**config.mk**
```make
export PLATFORM = sky130hd
export DESIGN_NAME = boot_ldr
export DESIGN_NICKNAME = d
export VERILOG_FILES = /design/src/rtl/boot_ldr_pkg.sv /design/src/rtl/boot_ldr_tag_dec.sv /design/src/rtl/boot_ldr_walk.sv /design/src/rtl/boot_ldr.sv
export SDC_FILE = /design/constraint.sdc
export NUM_CORES = 1
export LEC_CHECK = 0
export BUFFER_PORTS_ARGS = -buffer_cell sky130_fd_sc_hd__clkbuf_2
export CORE_MARGIN = 1.5
export CORE_UTILIZATION = 50
export DETAILED_ROUTE_END_ITERATION = 16
export GPL_TIMING_DRIVEN = 0
export PLACE_DENSITY = 0.83
export SETUP_SLACK_MARGIN = 0.05
export SLEW_MARGIN = 20
export SYNTH_ARGS = -nofsm -noshare
export SYNTH_HDL_FRONTEND = slang
export SYNTH_SLANG_ARGS = --single-unit
```
**constraint.sdc**
```tcl
create_clock -name clk_i -period 2.4 [get_ports clk_i]
set_clock_uncertainty 0.15 [all_clocks]
set_input_delay 0.36 -clock clk_i [delete_from_list [all_inputs] [get_ports clk_i]]
set_output_delay 0.36 -clock clk_i [all_outputs]
set_load 0.01 [all_outputs]
```
**src/rtl/boot_ldr_pkg.sv**
```systemverilog
package boot_ldr_pkg;
  localparam int WORD_W = 48;

  typedef enum logic [1:0] {W16 = 2'd0, W32 = 2'd1, W40 = 2'd2, W48 = 2'd3} wsel_e;

  typedef enum logic [3:0] {
    S_TAG, S_HDR, S_FILL, S_COPY, S_HOLD, S_OVL, S_PATCH, S_DONE, S_ERR
  } st_e;

  typedef struct packed {
    logic  legal;
    logic  last_t;
    logic  zero;
    wsel_e width;
  } tag_info_t;

  function automatic logic [WORD_W-1:0] trim(input logic [WORD_W-1:0] d, input wsel_e w);
    case (w)
      W16:     trim = {32'h0, d[15:0]};
      W32:     trim = {16'h0, d[31:0]};
      W40:     trim = {8'h0, d[39:0]};
      default: trim = d;
    endcase
  endfunction
endpackage

```
**src/rtl/boot_ldr_tag_dec.sv**
```systemverilog
module boot_ldr_tag_dec
  import boot_ldr_pkg::*;
#(
  parameter int TAGW = 16
) (
  input  logic [TAGW-1:0] tag_i,
  output tag_info_t       info_o
);
  logic hi_zero;
  assign hi_zero = (tag_i[TAGW-1:4] == '0);

  always_comb begin
    info_o = '{legal: 1'b0, last_t: 1'b0, zero: 1'b0, width: W48};
    if (hi_zero) begin
      case (tag_i[3:0])
        4'h0: begin info_o.legal = 1'b1; info_o.last_t = 1'b1; end
        4'h1, 4'h2, 4'h3, 4'h7, 4'h8, 4'h9, 4'hA: begin
          info_o.legal = 1'b1; info_o.zero = 1'b1;
        end
        4'h4, 4'h5, 4'h6, 4'hB, 4'hC, 4'hD, 4'hE: info_o.legal = 1'b1;
        default: info_o.legal = 1'b0;
      endcase
      case (tag_i[3:0])
        4'h1, 4'h4, 4'h7, 4'hB: info_o.width = W16;
        4'h2, 4'h5, 4'h8, 4'hC: info_o.width = W32;
        4'h3, 4'h6, 4'h9, 4'hD: info_o.width = W40;
        default:                info_o.width = W48;
      endcase
    end
  end
endmodule

```
**src/rtl/boot_ldr_walk.sv**
```systemverilog
module boot_ldr_walk #(
  parameter int AW = 32,
  parameter int CW = 16
) (
  input  logic          clk_i,
  input  logic          rst_ni,
  input  logic          load_i,
  input  logic [AW-1:0] addr_i,
  input  logic [CW-1:0] cnt_i,
  input  logic          step_i,
  output logic [AW-1:0] addr_o,
  output logic          last_o
);
  logic [AW-1:0] addr_q;
  logic [CW-1:0] cnt_q;

  always_ff @(posedge clk_i or negedge rst_ni) begin
    if (!rst_ni) begin
      addr_q <= '0;
      cnt_q  <= '0;
    end else if (load_i) begin
      addr_q <= addr_i;
      cnt_q  <= cnt_i;
    end else if (step_i) begin
      addr_q <= addr_q + AW'(1);
      cnt_q  <= cnt_q - CW'(1);
    end
  end

  assign addr_o = addr_q;
  assign last_o = (cnt_q == CW'(1));
endmodule

```
**src/rtl/boot_ldr.sv**
```systemverilog
module boot_ldr
  import boot_ldr_pkg::*;
#(
  parameter int            AW        = 32,
  parameter int            CW        = 16,
  parameter int            TAGW      = 16,
  parameter logic [AW-1:0] BASE_ADDR = 'h2_0000,
  parameter int            OVL_WORDS = 256,
  parameter int            ENTRY_OFS = 4
) (
  input  logic              clk_i,
  input  logic              rst_ni,
  input  logic              src_valid_i,
  input  logic [WORD_W-1:0] src_data_i,
  output logic              src_ready_o,
  output logic              mem_we_o,
  output logic [AW-1:0]     mem_addr_o,
  output logic [WORD_W-1:0] mem_data_o,
  output logic [1:0]        mem_width_o,
  input  logic              mem_ready_i,
  output logic              done_o,
  output logic              err_o,
  output logic [AW-1:0]     entry_o
);
  localparam logic [CW-1:0] OVL_CNT = CW'(OVL_WORDS);
  localparam logic [AW-1:0] ENTRY   = BASE_ADDR + AW'(ENTRY_OFS);

  st_e               st_q, st_d;
  tag_info_t         info;
  logic              zero_q;
  wsel_e             width_q;
  logic [WORD_W-1:0] held_q;
  logic              acc, wr, ld, last;
  logic [AW-1:0]     ld_addr, walk_addr;
  logic [CW-1:0]     ld_cnt, hdr_cnt;

  boot_ldr_tag_dec #(.TAGW(TAGW)) u_dec (
    .tag_i (src_data_i[TAGW-1:0]),
    .info_o(info)
  );

  assign hdr_cnt = src_data_i[CW-1:0];
  assign ld      = acc && (st_q == S_HDR || st_q == S_HOLD);
  assign ld_addr = (st_q == S_HOLD) ? BASE_ADDR : src_data_i[WORD_W-1 -: AW];
  assign ld_cnt  = (st_q == S_HOLD) ? OVL_CNT : hdr_cnt;

  boot_ldr_walk #(.AW(AW), .CW(CW)) u_walk (
    .clk_i (clk_i),
    .rst_ni(rst_ni),
    .load_i(ld),
    .addr_i(ld_addr),
    .cnt_i (ld_cnt),
    .step_i(wr && st_q != S_PATCH),
    .addr_o(walk_addr),
    .last_o(last)
  );

  always_comb begin
    src_ready_o = 1'b0;
    mem_we_o    = 1'b0;
    mem_addr_o  = walk_addr;
    mem_data_o  = '0;
    mem_width_o = W48;
    case (st_q)
      S_TAG, S_HDR, S_HOLD: src_ready_o = 1'b1;
      S_FILL: begin
        mem_we_o    = 1'b1;
        mem_width_o = width_q;
      end
      S_COPY: begin
        src_ready_o = mem_ready_i;
        mem_we_o    = src_valid_i;
        mem_width_o = width_q;
        mem_data_o  = trim(src_data_i, width_q);
      end
      S_OVL: begin
        src_ready_o = mem_ready_i;
        mem_we_o    = src_valid_i;
        mem_data_o  = src_data_i;
      end
      S_PATCH: begin
        mem_we_o   = 1'b1;
        mem_addr_o = ENTRY;
        mem_data_o = held_q;
      end
      default: ;
    endcase
  end

  assign acc = src_valid_i && src_ready_o;
  assign wr  = mem_we_o && mem_ready_i;

  always_comb begin
    st_d = st_q;
    case (st_q)
      S_TAG:   if (acc) st_d = !info.legal ? S_ERR : (info.last_t ? S_HOLD : S_HDR);
      S_HDR:   if (acc) st_d = (hdr_cnt == '0) ? S_TAG : (zero_q ? S_FILL : S_COPY);
      S_FILL,
      S_COPY:  if (wr && last) st_d = S_TAG;
      S_HOLD:  if (acc) st_d = S_OVL;
      S_OVL:   if (wr && last) st_d = S_PATCH;
      S_PATCH: if (wr) st_d = S_DONE;
      default: ;
    endcase
  end

  always_ff @(posedge clk_i or negedge rst_ni) begin
    if (!rst_ni) begin
      st_q    <= S_TAG;
      zero_q  <= 1'b0;
      width_q <= W48;
      held_q  <= '0;
    end else begin
      st_q <= st_d;
      if (st_q == S_TAG && acc) begin
        zero_q  <= info.zero;
        width_q <= info.width;
      end
      if (st_q == S_HOLD && acc) held_q <= src_data_i;
    end
  end

  assign done_o  = (st_q == S_DONE);
  assign err_o   = (st_q == S_ERR);
  assign entry_o = done_o ? ENTRY : '0;
endmodule

```
# Word level (Yosys, flattened, before mapping)
# Memory sizes are Yosys's and may differ from the RTL's.
# Index checks and enable logic that the tools add are counted.
[word_totals]
reg_bits = 103
rom_bits = 32
in_bits = 52
output_inout_bits = 118
wordCells = 91
mem_count = 1
[memory_table]
columns = ["memory", "words", "width", "rd", "rd_ports_with_merged_regs", "write_ports", "line", "rtl"]
rows = [
  ["(name not given)", 16, 2, 1, 0, 0, "boot_ldr_tag_dec.sv:23", "case (tag_i[3:0])"],
]
[classes]
n_addsub = 2
eq_ne = 32
muxes = 28
reduce_logical = 22
[ops]
columns = ["cell", "n"]
rows = [
  ["$pmux 48 s3", 2],
  ["$mux 32", 4],
  ["$mux 16", 3],
  ["$add 32x1->32 const B", 1],
  ["$eq 4x3->1 const B", 8],
  ["$eq 4x4->1 const B", 8],
  ["$mux 4", 7],
  ["$pmux 4 s6", 1],
  ["$mux 18", 1],
  ["$eq 16x1->1 const B", 1],
  ["$eq 4x2->1 const B", 4],
  ["$logic_not 16->1", 1],
  ["$sub 16x1->16 const B", 1],
  ["$reduce_or 15->1", 1],
  ["$logic_not 12->1", 1],
  ["$ne 2x2->1 const B", 5],
  ["$eq 4x1->1 const B", 2],
  ["$logic_not 4->1", 2],
  ["$logic_and 1x1->1", 7],
  ["$reduce_and 7->1", 1],
  ["$reduce_or 7->1", 1],
  ["$reduce_bool 6->1", 1],
  ["$reduce_or 2->1", 3],
  ["$mux 5", 1],
  ["12 further kinds", 17],
]

# Logic depth before layout (Yosys ltp)
[depth]
ltp_word = 8
ltp_mapped = 9

# Modules after synthesis
# Synthesis repeated with hierarchy kept, for this count alone.
[unflattened]
hier_cells = 700
hier_area_um2 = 6772.7
[modules_own_cells]
columns = ["module", "n_inst", "cells_per_inst", "area_per_inst_um2", "seq_area_each_um2"]
rows = [
  ["boot_ldr", 1, 357, 3763.6, 1378.8],
  ["boot_ldr_walk", 1, 313, 2761.4, 1201.2],
  ["boot_ldr_tag_dec", 1, 30, 247.7, 0.0],
]

# Worst setup path before layout
# Ideal clock, no wire load.
[synth_timing]
path_type = "register to output"
from = "register st_q[2]"
to = "output port mem_data_o[16]"
arrival_ns = 1.765
slack_ns = 0.125
path_stages_with_launch = 8
cell_sequence = "dfrtp_1 -> buf_2 -> buf_1 -> nor2b_1 -> nand2_1 -> nor2_2 -> clkbuf_1 -> a22o_1"
[synth_between]
elab_chain_cells = 2
elab_cells_between_ends = 4
cone_classes = "eq/ne (3); mux (1)"
[synth_rtl]
columns = ["item", "line", "rtl"]
rows = [
  ["start: declaration", "boot_ldr.sv:28", "st_e st_q, st_d;"],
  ["start signal: assignment", "boot_ldr.sv:114", "st_q <= st_d;"],
  ["$eq 4x3->1 or $eq 4x2->1 (tied branches)", "boot_ldr.sv:64", "case (st_q)"],
  ["$pmux 48 s3 (*)", "boot_ldr.sv:64", ""],
  ["end: declaration", "boot_ldr.sv:18", "output logic [WORD_W-1:0] mem_data_o,"],
]
# Every way passes the cells marked *; elsewhere a longest branch is shown, timed or not.

# Worst setup path after layout
[layout_timing]
from = "register st_q[2]"
to = "output port mem_data_o[8]"
# The elaborated chain is that of the path after synthesis.

==> impl_metrics.toml <==
[setup_path]
cp_max_fo = 10
worstPathArrival_ns = 1.98
worst_ep_required_time_ns = 1.89
ff2ff_path_depth = 8
cp-startpoint = "st_q[2]$_DFFE_PN0P_"
endpoint = "mem_data_o[8]"
r2r-end = "u_walk.addr_o[26]$_DFFE_PN0P_"
end_kind = "output pin"
start_kind = "flip-flop"
critical_path_class = "flip-flop to output pin"
worst-r2r-setup-slack_ns = -0.05
timing.rr.start = "st_q[2]$_DFFE_PN0P_"

[route]
drtIter0Drc = 678
detail_route.first_pass.iterations = 6
viasPerCell = 5.98
wl_per_cell_um = 19.3
route.detailed.drc = 0
final_antenna_net_count = 0
drt_wl_total_um = 21000
dr_total_vias = 6520

[pwr]
p_leak_nw = 4.11
powerDensity_mw_per_mm2 = 537
ir_drop_uv = 532

[yosys]
synth_ff_type = "dfrtp_1"
synthArstFlopShare = 1.00
ys_seq_area_frac = 0.395
synth_edf_count = 0
ys_warn_count = 0
synth_cell_types = 62
syn_avg_cell_area_um2 = 9.07
syn_inst = 720
ys_ff_latch = 103
syn_area_mm2 = 0.00653

[cts]
root_buffer = "clkbuf_16"
clkLatencyLatePin_ns = 0.36
clockBufferDepth = 2
cts_sinks = 103
cts_tree = "yes"
htree_levels = 3
path_clk_slew_ns = 0.07
numCtsBuffers = 9

[sta]
fmax_mhz = 401
drv_slew = 0
finalSetupViolCount = 71
worst_pin_slew_ns = 0.628
timing.final.crit_share = 1.04
rsz0062_at_grt = "yes"
whs_ns = 0.0917
layout_setup_ws_ns = -0.0936
max_slew_margin = 0.570
final-hold-violation-count = 0
final.min_clock_period_ns = 2.49

[grt]
track_usage = 0.302
grt_pass1_wl_um = 31300
grt_antenna_before_repair = 0
grt_max_degree = 74
grt_pass1_vias = 6006
gr-total-overflow = 0

[final_layout]
drive_gt1_frac = 0.311
nets = 975
area_growth_pct = 29.7
utilization = 0.668
n_fill_cell = 996
n_antenna_cell = 0

[floorplan]
top_level_ports = 170
die_y_um = 117
start_util = 0.515
fp.dieArea_mm2 = 0.0138
core.rowCount = 41
die_w_um = 117
core_area_mm2 = 0.0127

[placed_design]
portBuffers = 136
routabilityCongestion = 0.947
detailed_place_hpwl_um = 14400

[min_path]
hold_class = "input pin to flip-flop"

[status]
violations = "negative setup slack"
status = "finished, violations left"

[run]
cap_viol_max_count = 0
==> Yosys cell counts, types with 8 or more instances <==
master	number	area, um^2
a21oi_1	64	320
a22o_1	51	447
and3_1	8	50.1
buf_2	17	85.1
buf_4	32	240
clkbuf_1	22	82.6
dfrtp_1	101	2530
ha_1	9	113
inv_1	10	37.5
mux2_1	44	495
nand2_1	71	267
nand3_1	33	165
nor2_1	37	139
nor2b_1	32	200
nor3_1	24	120
nor4_1	10	62.6
o21ai_0	12	60.1
o21ai_1	29	145
xnor2_1	19	166
==> where the power goes <==
part / switching (W) / internal (W)
Combinational: 0.000521 / 0.000397
Clock: 0.000659 / 0.000838
Sequential: 0.000222 / 0.00191
Total: 0.00140 / 0.00315
==> cell families (layout without fill, tap and decap cells) <==
group	count (synthesis)	count (layout)	share of synthesized area
XOR/XNOR	24	24	0.0322
other	1	30	0.000574
buffers and inverters	88	258	0.0761
multiplexers	46	46	0.0793
adder cells (fa/ha/maj)	9	9	0.0172
AO/OA/AOI/OAI	195	195	0.198
AND/OR/NAND/NOR	254	254	0.202
flip-flops	103	103	0.395
==> metrics by stage <==
stage	area [um^2]	TNS (ns)	instances	setup WS (ns)	total power [W]
5_1_grt	8470	-6.49	1091	-0.131	0.00472
6_report	8470	-2.97	1091	-0.0936	0.00455
3_5_place_dp	7570	-31.66	1058	-0.641	0.00296
4_1_cts	8280	-0.604	1088	-0.0423	0.00447
3_3_place_gp	7530	-94.06	1057	-0.647	0.00293
2_1_floorplan	6640	0	749	0.125	0.00262
==> per-layer routing <==
layer | vias up | track usage | wire length, um
li1 | 2934 | - | -
met2 | 415 | 0.492 | 9980
met3 | 83 | 0.0608 | 1900
met4 | 0 | 0.154 | 944
met1 | 3088 | 0.381 | 8200
met5 | - | 0 | 0
==> cell usage in the layout (no fill, tap or decap), types with 7 or more instances in the layout <==
master	synthesis	routed
o21ai_0	12	12
nor4_1	10	8
buf_6	0	11
a31oi_1	7	7
nand2_1	71	70
clkbuf_2	0	117
nor2_1	37	37
nor2b_4	0	10
nand3_1	33	32
a21oi_1	64	59
buf_4	32	46
nor3_1	24	23
nor2b_1	32	18
conb_1	1	30
mux2_1	44	44
clkbuf_8	2	7
dfrtp_1	101	98
xnor2_1	19	19
o21ai_1	29	29
ha_1	9	9
clkbuf_16	0	13
a22o_1	51	51
and3_1	8	8
clkbuf_1	22	11
inv_1	10	10
buf_2	17	27
==> worst min-delay path by stage <==
stage / slack, ns / depth (start not counted) / start / to
2_1_floorplan: -0.09 / 0 / rst_ni / held_q[0]$_DFFE_PN0P_
6_report: 0.09 / 3 / src_data_i[20] / u_walk.addr_o[4]$_DFFE_PN0P_
3_3_place_gp: 0.31 / 2 / zero_q$_DFFE_PN0P_ / zero_q$_DFFE_PN0P_
5_1_grt: 0.11 / 3 / src_data_i[20] / u_walk.addr_o[4]$_DFFE_PN0P_
3_5_place_dp: 0.13 / 1 / rst_ni / held_q[13]$_DFFE_PN0P_
4_1_cts: 0.10 / 3 / src_data_i[20] / u_walk.addr_o[4]$_DFFE_PN0P_
==> state kept, by name, summed over array words and instances, names as in the netlist <==
signal	flops
held_q	48
u_walk.addr_o	32
st_q	4
zero_q	1
u_walk.cnt_q	16
width_q	2
==> area by class of cell <==
cell class,count,area [um^2],area share
Clock buffer,13,250,0.0295
Buffer,78,647,0.0764
Sequential cell,103,2580,0.305
Tap cell,172,215,0.0254
Multi-Input combinational cell,558,3760,0.443
Timing Repair Buffer,154,937,0.111
Inverter,10,37.5,0.00443
Clock inverter,3,42.5,0.00502
==> worst max-delay path: stages, from the launching register on <==
cell and delay, ns:
dfrtp_1 0.39, buf_6 0.15, buf_6 0.09, nor2b_4 0.14
nand2_2 0.08, nor2_4 0.13, buf_12 0.16, buf_8 0.15
a22o_1 0.19, clkbuf_2 0.15
==> repair_timing <==
action | in CTS | in global routing
hold buffers | 1 | 0
endpoints found under the setup margin | 120 | 115
cloned | 2 | 0
pin swaps | 9 | 3
gates resized for setup | 73 | 67
endpoints found under the hold margin | 28 | 0
buffers inserted | 11 | 3
(Power assumes the default switching activity.)
